$ cat src/rtl/smbcb_pkg.sv
package smbcb_pkg;

    localparam int ADDR_BYTES = 4;

    typedef enum logic [1:0] {
        SZ_BYTE  = 2'd0,
        SZ_WORD  = 2'd1,
        SZ_BLOCK = 2'd2,
        SZ_RSVD  = 2'd3
    } xfer_size_e;

    typedef struct packed {
        logic       first_b;
        logic       last_b;
        logic       mem_sel;
        logic       wr_op;
        logic [1:0] spare;
        xfer_size_e size;
    } cmd_byte_t;

    typedef enum logic [3:0] {
        PS_IDLE, PS_CMD, PS_CNT, PS_PAY, PS_DONE,
        PS_DROP, PS_WBUSY, PS_RREQ, PS_RDATA
    } pstate_e;

    function automatic int unsigned chunk_len(xfer_size_e s);
        return (s == SZ_WORD) ? 2 : 1;
    endfunction

    function automatic int unsigned read_len(xfer_size_e s, int unsigned blk);
        case (s)
            SZ_BYTE: return 1;
            SZ_WORD: return 2;
            default: return blk;
        endcase
    endfunction

endpackage

$ cat src/rtl/smbcb_frame_parser.sv
module smbcb_frame_parser
    import smbcb_pkg::*;
#(
    parameter int MAX_BLOCK = 4
) (
    input  logic                   clk,
    input  logic                   rst,
    input  logic                   bus_start,
    input  logic                   bus_rd,
    input  logic                   bus_stop,
    input  logic                   rx_valid,
    input  logic [7:0]             rx_data,
    input  logic                   resp_valid,
    output logic                   ack_valid,
    output logic                   ack,
    output logic                   req_valid,
    output logic                   req_write,
    output logic                   req_mem,
    output logic [8*ADDR_BYTES-1:0] req_addr,
    output logic [8*MAX_BLOCK-1:0] req_wdata,
    output logic [$clog2(MAX_BLOCK+1)-1:0] req_len,
    output xfer_size_e             rd_size,
    output logic                   read_wait,
    output logic                   read_active
);
    localparam int BUF_N = ADDR_BYTES + MAX_BLOCK;
    localparam int IDX_W = $clog2(BUF_N + 1);
    localparam int LEN_W = $clog2(MAX_BLOCK + 1);
    localparam logic [IDX_W-1:0] ADDR_N  = IDX_W'(ADDR_BYTES);
    localparam logic [IDX_W-1:0] BUF_LIM = IDX_W'(BUF_N);
    localparam logic [7:0]       CNT_MAX = 8'(MAX_BLOCK);

    pstate_e                  st;
    logic                     in_xfer, armed, op_write, op_mem, last_q;
    xfer_size_e               size_q;
    logic [LEN_W-1:0]         rem;
    logic [IDX_W-1:0]         idx;
    logic [BUF_N-1:0][7:0]    abuf;

    cmd_byte_t cb;
    logic bus_evt, closing, close_rd, close_wr, partial, armed_eff;
    logic cmd_bad, cnt_bad, pay_bad;
    logic [IDX_W-1:0] lim;

    always_comb begin
        cb        = cmd_byte_t'(rx_data);
        bus_evt   = bus_start | bus_stop;
        closing   = (st == PS_DONE) && bus_evt;
        close_rd  = closing && last_q && !op_write && (idx == ADDR_N);
        close_wr  = closing && last_q && op_write && (idx > ADDR_N);
        partial   = bus_evt && (st == PS_CMD || st == PS_CNT || st == PS_PAY);
        armed_eff = (armed || close_rd) && !partial;
        cmd_bad   = (cb.size == SZ_RSVD) || (!cb.first_b && !in_xfer);
        cnt_bad   = (rx_data == 8'd0) || (rx_data > CNT_MAX);
        lim       = op_write ? BUF_LIM : ADDR_N;
        pay_bad   = (idx >= lim)
                  || (op_mem && idx == IDX_W'(1) && rx_data != 8'd0)
                  || (!op_mem && idx == IDX_W'(2) && rx_data[7:4] != 4'd0);
    end

    always_ff @(posedge clk) begin
        if (rst) begin
            st <= PS_IDLE; in_xfer <= 1'b0; armed <= 1'b0;
            op_write <= 1'b0; op_mem <= 1'b0; last_q <= 1'b0;
            size_q <= SZ_BYTE; rem <= '0; idx <= '0; abuf <= '0;
            ack_valid <= 1'b0; ack <= 1'b0;
        end else begin
            ack_valid <= 1'b0;
            ack       <= 1'b0;
            case (st)
                PS_WBUSY: begin
                    if (bus_start || rx_valid) ack_valid <= 1'b1;
                    if (resp_valid) st <= PS_IDLE;
                end
                PS_RREQ: if (resp_valid) st <= PS_RDATA;
                default: begin
                    if (bus_evt) begin
                        if (partial || st == PS_RDATA) begin
                            in_xfer <= 1'b0;
                            armed   <= 1'b0;
                        end
                        if (closing && last_q) begin
                            in_xfer <= 1'b0;
                            armed   <= close_rd;
                        end
                        if (close_wr) begin
                            st <= PS_WBUSY;
                            if (bus_start) ack_valid <= 1'b1;
                        end else if (bus_start) begin
                            ack_valid <= 1'b1;
                            if (bus_rd) begin
                                if (armed_eff) begin
                                    ack <= 1'b1; st <= PS_RREQ; armed <= 1'b0;
                                end else begin
                                    st <= PS_DROP;
                                end
                            end else begin
                                ack <= 1'b1; st <= PS_CMD;
                            end
                        end else begin
                            st <= PS_IDLE;
                        end
                    end else if (rx_valid) begin
                        ack_valid <= 1'b1;
                        case (st)
                            PS_CMD: begin
                                if (cmd_bad) begin
                                    st <= PS_DROP; in_xfer <= 1'b0; armed <= 1'b0;
                                end else begin
                                    ack    <= 1'b1;
                                    last_q <= cb.last_b;
                                    size_q <= cb.size;
                                    if (cb.first_b) begin
                                        idx <= '0; op_write <= cb.wr_op; op_mem <= cb.mem_sel;
                                        in_xfer <= 1'b1; armed <= 1'b0;
                                    end
                                    if (cb.size == SZ_BLOCK) st <= PS_CNT;
                                    else begin
                                        rem <= LEN_W'(chunk_len(cb.size));
                                        st  <= PS_PAY;
                                    end
                                end
                            end
                            PS_CNT: begin
                                if (cnt_bad) begin
                                    st <= PS_DROP; in_xfer <= 1'b0; armed <= 1'b0;
                                end else begin
                                    ack <= 1'b1; rem <= rx_data[LEN_W-1:0]; st <= PS_PAY;
                                end
                            end
                            PS_PAY: begin
                                if (pay_bad) begin
                                    st <= PS_DROP; in_xfer <= 1'b0; armed <= 1'b0;
                                end else begin
                                    ack       <= 1'b1;
                                    abuf[idx] <= rx_data;
                                    idx       <= idx + 1'b1;
                                    rem       <= rem - 1'b1;
                                    if (rem == LEN_W'(1)) st <= PS_DONE;
                                end
                            end
                            default: begin
                                st <= PS_DROP; in_xfer <= 1'b0; armed <= 1'b0;
                            end
                        endcase
                    end
                end
            endcase
        end
    end

    for (genvar g = 0; g < ADDR_BYTES; g++) begin : g_addr
        assign req_addr[8*(ADDR_BYTES-1-g) +: 8] = abuf[g];
    end
    for (genvar g = 0; g < MAX_BLOCK; g++) begin : g_wdata
        assign req_wdata[8*g +: 8] = abuf[ADDR_BYTES+g];
    end

    assign req_valid   = (st == PS_WBUSY) || (st == PS_RREQ);
    assign req_write   = op_write;
    assign req_mem     = op_mem;
    assign req_len     = op_write ? LEN_W'(idx - ADDR_N) : LEN_W'(read_len(size_q, MAX_BLOCK));
    assign rd_size     = size_q;
    assign read_wait   = (st == PS_RREQ);
    assign read_active = (st == PS_RDATA);

    AST_BUSY_NACK: assert property (@(posedge clk) disable iff (rst)
        (st == PS_WBUSY && (bus_start || rx_valid)) |=> (ack_valid && !ack));
    AST_COUNT_CAP: assert property (@(posedge clk) disable iff (rst)
        (st == PS_CNT && rx_valid && !bus_evt && cnt_bad) |=> (ack_valid && !ack && !req_valid));
    AST_FILLER_NACK: assert property (@(posedge clk) disable iff (rst)
        (st == PS_PAY && rx_valid && !bus_evt && op_mem && idx == IDX_W'(1) && rx_data != 8'd0)
        |=> (ack_valid && !ack));
    AST_REQ_STABLE: assert property (@(posedge clk) disable iff (rst)
        (req_valid && !resp_valid) |=> (req_valid && $stable(req_addr) && $stable(req_write)));
    AST_WRITE_ON_CLOSE: assert property (@(posedge clk) disable iff (rst)
        ($rose(req_valid) && req_write) |-> $past(bus_stop || bus_start));

endmodule

$ cat src/rtl/smbcb_tx_return.sv
module smbcb_tx_return
    import smbcb_pkg::*;
#(
    parameter int MAX_BLOCK = 4
) (
    input  logic                   clk,
    input  logic                   rst,
    input  logic                   load,
    input  logic                   active,
    input  logic                   tx_req,
    input  xfer_size_e             size,
    input  logic [8*MAX_BLOCK-1:0] rdata,
    output logic [7:0]             tx_data
);
    localparam int SEQ_N = MAX_BLOCK + 1;
    localparam int POS_W = $clog2(SEQ_N + 1);

    logic [SEQ_N-1:0][7:0] seq_q;
    logic [POS_W-1:0]      pos_q, len_q;

    always_ff @(posedge clk) begin
        if (rst) begin
            seq_q <= '0; pos_q <= '0; len_q <= '0;
        end else if (load) begin
            pos_q <= '0;
            if (size == SZ_BLOCK) begin
                seq_q[0] <= 8'(MAX_BLOCK);
                for (int k = 0; k < MAX_BLOCK; k++) seq_q[k+1] <= rdata[8*k +: 8];
                len_q <= POS_W'(SEQ_N);
            end else begin
                for (int k = 0; k < MAX_BLOCK; k++) seq_q[k] <= rdata[8*k +: 8];
                seq_q[SEQ_N-1] <= 8'hFF;
                len_q <= POS_W'(read_len(size, MAX_BLOCK));
            end
        end else if (active && tx_req && pos_q < len_q) begin
            pos_q <= pos_q + 1'b1;
        end
    end

    assign tx_data = (active && pos_q < len_q) ? seq_q[pos_q] : 8'hFF;

endmodule

$ cat src/rtl/smbus_cmd_bridge.sv
module smbus_cmd_bridge
    import smbcb_pkg::*;
#(
    parameter int MAX_BLOCK = 4
) (
    input  logic                           clk,
    input  logic                           rst,
    input  logic                           bus_start,
    input  logic                           bus_rd,
    input  logic                           bus_stop,
    input  logic                           rx_valid,
    input  logic [7:0]                     rx_data,
    input  logic                           tx_req,
    input  logic                           resp_valid,
    input  logic [8*MAX_BLOCK-1:0]         resp_rdata,
    output logic                           ack_valid,
    output logic                           ack,
    output logic [7:0]                     tx_data,
    output logic                           hold,
    output logic                           req_valid,
    output logic                           req_write,
    output logic                           req_mem,
    output logic [8*ADDR_BYTES-1:0]        req_addr,
    output logic [8*MAX_BLOCK-1:0]         req_wdata,
    output logic [$clog2(MAX_BLOCK+1)-1:0] req_len
);
    xfer_size_e rd_size;
    logic       read_wait, read_active;

    smbcb_frame_parser #(.MAX_BLOCK(MAX_BLOCK)) u_parse (
        .clk(clk), .rst(rst), .bus_start(bus_start), .bus_rd(bus_rd),
        .bus_stop(bus_stop), .rx_valid(rx_valid), .rx_data(rx_data),
        .resp_valid(resp_valid), .ack_valid(ack_valid), .ack(ack),
        .req_valid(req_valid), .req_write(req_write), .req_mem(req_mem),
        .req_addr(req_addr), .req_wdata(req_wdata), .req_len(req_len),
        .rd_size(rd_size), .read_wait(read_wait), .read_active(read_active)
    );

    smbcb_tx_return #(.MAX_BLOCK(MAX_BLOCK)) u_tx (
        .clk(clk), .rst(rst), .load(read_wait && resp_valid),
        .active(read_active), .tx_req(tx_req), .size(rd_size),
        .rdata(resp_rdata), .tx_data(tx_data)
    );

    assign hold = read_wait;

    AST_HOLD_WAIT: assert property (@(posedge clk) disable iff (rst)
        (hold && !resp_valid) |=> hold);
    AST_HOLD_RELEASE: assert property (@(posedge clk) disable iff (rst)
        (hold && resp_valid) |=> !hold);
    AST_HOLD_IS_READ: assert property (@(posedge clk) disable iff (rst)
        hold |-> (req_valid && !req_write));

endmodule

$ cat config.mk
export PLATFORM = sky130hd
export DESIGN_NAME = smbus_cmd_bridge
export DESIGN_NICKNAME = d
export VERILOG_FILES = /design/src/rtl/smbcb_pkg.sv /design/src/rtl/smbcb_frame_parser.sv /design/src/rtl/smbcb_tx_return.sv /design/src/rtl/smbus_cmd_bridge.sv
export SDC_FILE = /design/constraint.sdc
export NUM_CORES = 1
export LEC_CHECK = 0
export BUFFER_PORTS_ARGS = -buffer_cell sky130_fd_sc_hd__buf_2
export CORE_MARGIN = 4
export CORE_UTILIZATION = 40
export DETAILED_ROUTE_END_ITERATION = 6
export PLACE_DENSITY = 0.64
export SLEW_MARGIN = 30
export SYNTH_ARGS = -nofsm -noshare
export SYNTH_HDL_FRONTEND = slang
export SYNTH_HIERARCHICAL = 1
export SYNTH_SLANG_ARGS = --single-unit
$ cat constraint.sdc
create_clock -name clk -period 6.92 [get_ports clk]
set_input_delay 0.692 -clock clk [delete_from_list [all_inputs] [get_ports clk]]
set_output_delay 0.692 -clock clk [all_outputs]
set_load 0.005 [all_outputs]
## Yosys cells after proc, flatten, opt, wreduce, memory -nomap -nowiden

Index checks and enable logic that the tools add are counted.

- Magnitude comparators: 7
- Equality and inequality tests: 28
- Reduce and logical (&&, ||, !) cells: 52
- Bitwise logic cells: 5
- Add/sub/neg operators: 4
- Mux-type cells: 71

Operators by type and width:

| cell | number |
|---|---|
| bitwise mux 64 bit | 1 |
| two-way mux 4 bit | 12 |
| two-way mux 40 bit | 1 |
| two-way mux 1 bit | 32 |
| two-way mux 3 bit | 9 |
| binary-select mux 8 bit (select 3 bit) | 1 |
| demux 8 bit (select 3 bit) | 1 |
| two-way mux 8 bit | 3 |
| logical AND 1 bit | 18 |
| equality test 4 x 3 -> 1 bit (second input constant) | 4 |
| one-hot mux 4 bit (2 select lines) | 2 |
| AND reduction 5 bit | 3 |
| != test 2 bit (second input constant) | 7 |
| equality test 4 x 2 -> 1 bit (second input constant) | 3 |
| one-hot mux 4 bit (3 select lines) | 1 |
| AND reduction 6 bit | 2 |
| logical OR 1 bit | 10 |
| one-hot mux 1 bit (3 select lines) | 3 |
| one-hot mux 3 bit (3 select lines) | 1 |
| equality test 4 x 1 -> 1 bit (second input constant) | 2 |
| greater-than comparator 8 x 3 -> 1 bit (second input constant) | 1 |
| logical NOT 8 bit | 1 |
| AND reduction 8 bit | 1 |
| nonzero test 4 bit | 2 |
| 32 further kinds | 46 |

- Register bits after elaboration: 130
- Logic and storage cells: 193

## Logic depth before layout (Yosys ltp)

- Depth in word-level cells: 13
- Gate-level depth with buffers: 10
- Gate-level depth less buffers: 7

## Modules after synthesis

The synthesis kept the hierarchy.

By module, submodules not included:

| module | cells an instance | instances | area each (um^2) |
|---|---|---|---|
| smbcb_frame_parser | 520 | 1 | 4144.0 |
| smbcb_tx_return | 281 | 1 | 2461.1 |
| smbus_cmd_bridge | 1 | 1 | 6.3 |

## Least setup slack after synthesis

No wires, ideal clock.

- Path kind: input -> register
- From: in rx_data[4]
- To: reg u_parse.abuf, in the netlist u_parse/req_wdata[10]
- Data required time: 6788 ps
- Stages on the path: 8
- Library setup time: 132 ps
- Slack: 4127 ps
- Data arrival time: 2660 ps
- Buffers on the path: 3
- Cells stage by stage: buf_2 -> or4_4 -> o31a_1 -> or4_4 -> buf_6 -> buf_6 -> o21ai_1 -> a21oi_1

- Longest elaborated chain between the ends: 6
- Elaborated cells between the ends (all ways): 8
- Classes of those cells: 1 x bitwise; 7 x reduce/logical

RTL lines:

| what | line | source |
|---|---|---|
| start: declaration | smbus_cmd_bridge.sv:12 | `input logic [7:0] rx_data,` |
| nonzero test 8 bit | smbcb_frame_parser.sv:57 | `\|\| (op_mem && idx == IDX_W'(1) && rx_data != 8'd0)` |
| logical AND 1 bit | smbcb_frame_parser.sv:57 |  |
| logical OR 1 bit | smbcb_frame_parser.sv:57 |  |
| logical OR 1 bit (*) | smbcb_frame_parser.sv:58 | `\|\| (!op_mem && idx == IDX_W'(2) && rx_data[7:4] != 4'd0);` |
| NOT 1 bit (no source line) (*) | -- |  |
| AND reduction 5 bit (no source line) (*) | -- |  |
| end signal: indexed assignment | smbcb_frame_parser.sv:136 | `abuf[idx] <= rx_data;` |
| end: declaration | smbcb_frame_parser.sv:38 | `logic [BUF_N-1:0][7:0] abuf;` |

Every way passes the cells marked *; elsewhere a longest branch is shown, timed or not.
A chain may end at the register's enable or synchronous reset.

## Worst setup path in the final report

- From: reg u_parse.st[0]
- To: out tx_data[5]

- Longest elaborated chain between the ends: 3

RTL lines:

| what | line | source |
|---|---|---|
| start: declaration | smbcb_frame_parser.sv:33 | `pstate_e st;` |
| start signal: assignment | smbcb_frame_parser.sv:63 | `st <= PS_IDLE; in_xfer <= 1'b0; armed <= 1'b0;` |
| start signal: assignment | smbcb_frame_parser.sv:73 | `if (resp_valid) st <= PS_IDLE;` |
| start signal: assignment | smbcb_frame_parser.sv:75 | `PS_RREQ: if (resp_valid) st <= PS_RDATA;` |
| equality test 4 bit | smbcb_frame_parser.sv:165 | `assign read_active = (st == PS_RDATA);` |
| via read_active | smbus_cmd_bridge.sv:28 | `logic read_wait, read_active;` |
| logical AND 1 bit | smbcb_tx_return.sv:40 | `assign tx_data = (active && pos_q < len_q) ? seq_q[pos_q] : 8'hFF;` |
| two-way mux 8 bit | smbcb_tx_return.sv:40 |  |
| end: declaration | smbus_cmd_bridge.sv:18 | `output logic [7:0] tx_data,` |

The timed path passes the listed nets, and every way through them passes these cells.

==> metrics.md <==
| Metric | Value |
|---|---|
| Post-synth net total | 862 |
| Final Setup Violations | 0 |
| Synth Area in Adders | 2.271% |
| Mux contribution to synthesized area | 3.842% |
| Gp weighted congestion | 0.8400 |
| Slew headroom | 41.92% |
| Worst Path Max Fanout | 17 |
| Yosys reg bits | 130 |
| Vias in the first global route | 5728 |
| PwrDens | around 230 nW/um2 |
| HP Class | reg2reg |
| First-pass GRT wire length | roughly 30000 um |
| Synth cell types | 67 |
| CP endpoint kind | output port |
| Vias/cell | 5.633 |
| Largest net degree at the start of global routing | 81 |
| WS Path Type | reg2out |
| Total die area | 18650 um2 |
| CTS Root Cell | clkbuf_16 |
| Largest family of logic cells by synthesized area | simple AND/OR/NAND/NOR gates |
| Final WS setup | 3340 ps |
| Die Wd | roughly 140 um |
| Final slew viol count | 0 |
| Synth Flop Type | dfxtp_1 |
| Yosys warning count | 6 |
| Sum Neg Setup Slack | 0 ps |
| Mapped cell area | approximately 6600 um2 |
| Avg WL per Cell | 17.21 um |
| Synth area leader | dfxtp_1 |
| Starting Density | 41.17% |
| Synth Area in Compound Gates | 23.75% |
| Core Footprint | ~16000 um2 |
| DRC viols | 0 |
| Reg2reg path depth | 8 |
| Total track usage | around a fifth |
| Iteration-0 DRC Markers | 444 |
| Synth top area share | roughly 40% |
| Syn Inst Count | 802 |
| Actual slew at the worst max-slew pin | around 870 ps |
| Via count | 6253 |
| Post-synthesis simple-gate area fraction | 24.24% |
| RSZ-0062 raised after global routing | false |
| DRT Pass-1 Iters | 7 |
| Ys async rst share | 0% |
| CTS tree | built |
| GR Overflow Total | 0 |
| Most area-consuming cells after synthesis | dfxtp_1 (39%), nand3_1 (7.0%), a21oi_1 (6.7%) |
| Top cells by count, synth | dfxtp_1 (130), nand3_1 (92), a21oi_1 (88), nand2_1 (84), nor2_1 (72) |
| Cts hold-fix bufs | 0 |
| Worst setup SP type | flop |
| Port-buffer cells | between 100 and 150 |
| Row count | 46 |
| Max-cap violation count | 0 |
| Clk_lat worst skew | approximately 420 ps |
| Post-route minimum period | 3580 ps |
| Fin nets | 941 |
| Post-CTS sizing | 0 |
| Initial antenna violation count | 0 |
| Setup Skew | about 9.5 ps |
| Final hold violations | 0 |
| Area Overhead vs Synth | 18.26% |
| Post-synthesis xor/xnor area fraction | 0% |
| WHS Path Cells | 2 |
| Postcts setup bufs | 0 |
| Most frequent cell after synthesis | dfxtp_1 |
| Die height | 136.6 um |
| Final period utilization | a little over 50% |
| CP arrival | 2890 ps |
| Max Freq | about 0.28 GHz |
| Routed Antenna Nets | 0 |
| Inst Count DP | ~1100 |
| Final WL | between 15000 and 20000 um |
| Dpl ws | around 3500 ps |
| Syn avg cell area | just over 8 um2 |
| CTS sink count | 130 |
| Leakage | between 2 and 3 nW |
| Total power | around 1.8 mW |
| Non-Filler Instances | between 1000 and 1500 |
| Io pins | 129 |
| Worst path required time | 6230 ps |
| Outcome | finished clean |
| Clock-pin slew on the worst setup and hold paths | 60 ps |
| Share of cells above drive strength 1 | between 20% and 30% |
| Ant diodes | 0 |
| Post-synth EDFFs | 0 |
| CTS buffer count | 17 |
| Final core utilization | 48.69% |
| CTS HTree Levels | 4 |
| Post-synthesis sequential area ratio | 39.36% |
| CTS Buffer Depth | 2 |
| Peak supply drop | 163.1 uV |
| Detail Placement HPWL | 12480 um |
==> stage by stage <==
step                instance area [um2]  hold slack [ps]
finish                             7819            458.9
global route                       7819            485.7
CTS                                7819            460.3
detailed placement                 7189            450.8
global placement                   7184            446.9
floorplan                          6611            436.7
==> path summary, 6_finish.rpt <==
kind | endpoint | from | slack [ps]
max | tx_data[5] | u_parse/st[0] | 3340
min | u_tx/seq_q[7] | u_tx/seq_q[7] | 460
max reg2reg | u_tx/len_q[1] | u_parse/st[1] | 3830
min reg2reg | u_tx/seq_q[7] | u_tx/seq_q[7] | 460
==> logic make-up (layout without fill, tap and decap cells) <==
kind of cell,after synthesis,after routing
and+or+nand+nor,323,323
AOI/OAI and AO/OA,237,237
DFF,130,130
buffers and inverters,85,177
muxes,15,15
adders and majority gates,12,12
==> critical path, stage by stage, from the launching register on <==
cell and delay (ps):
dfxtp_1 480, or2_2 380, nor3b_1 300, nand2b_1 190, a211oi_2 660, nand3_1 250, buf_2 200
==> sequential cells by signal (all words and copies together), names as in the netlist, 2 cells and up <==
name and flops:
u_tx/pos_q 3, u_parse/req_addr 32, u_tx/seq_q 40, u_tx/len_q 3, u_parse/rem 3, u_parse/idx 4
u_parse/req_wdata 32, u_parse/rd_size 2, u_parse/st 4
==> layout make-up <==
| cell class | count | area (um2) |
|---|---|---|
| clock buffers | 22 | 484.2 |
| clock inverters | 10 | 145.1 |
| fillers | 1577 | 8239 |
| inverters | 13 | 48.80 |
| multi-input cells | 587 | 3595 |
| flip-flops and latches | 130 | 2603 |
| well taps | 216 | 270.3 |
| repair buffers | 132 | 673.1 |
==> layout by cell type, fill, tap and decap left out, drive strengths merged, types with 8 or more instances in the layout <==
cell and instances:
inv 15, clkbuf 22, dfxtp 130, or4 8, ha 12, nand2 84, buf 132, o21ai 80
nand3 92, a21oi 88, nor2 72, mux4 8, nand2b 12, a311oi 26, a211oi 12
==> per-layer routing <==
layer  global-route usage (%)  vias up  part of all wire [%]
met5                        0        -                     0
met4                    6.327        0                   1.5
met3                    5.037       25                   7.5
met2                    31.52      229                    46
met1                    28.33     2938                    45
li1                         -     3061                     -
==> report_power, final <==
part / total (mW) / switching [mW] / internal [mW]
Sequential: 0.760 / 0.00686 / 0.753
Clock: 0.956 / 0.348 / 0.608
Combinational: 0.0963 / 0.0670 / 0.0293
No activity file was read; power rests on OpenSTA's default activity.
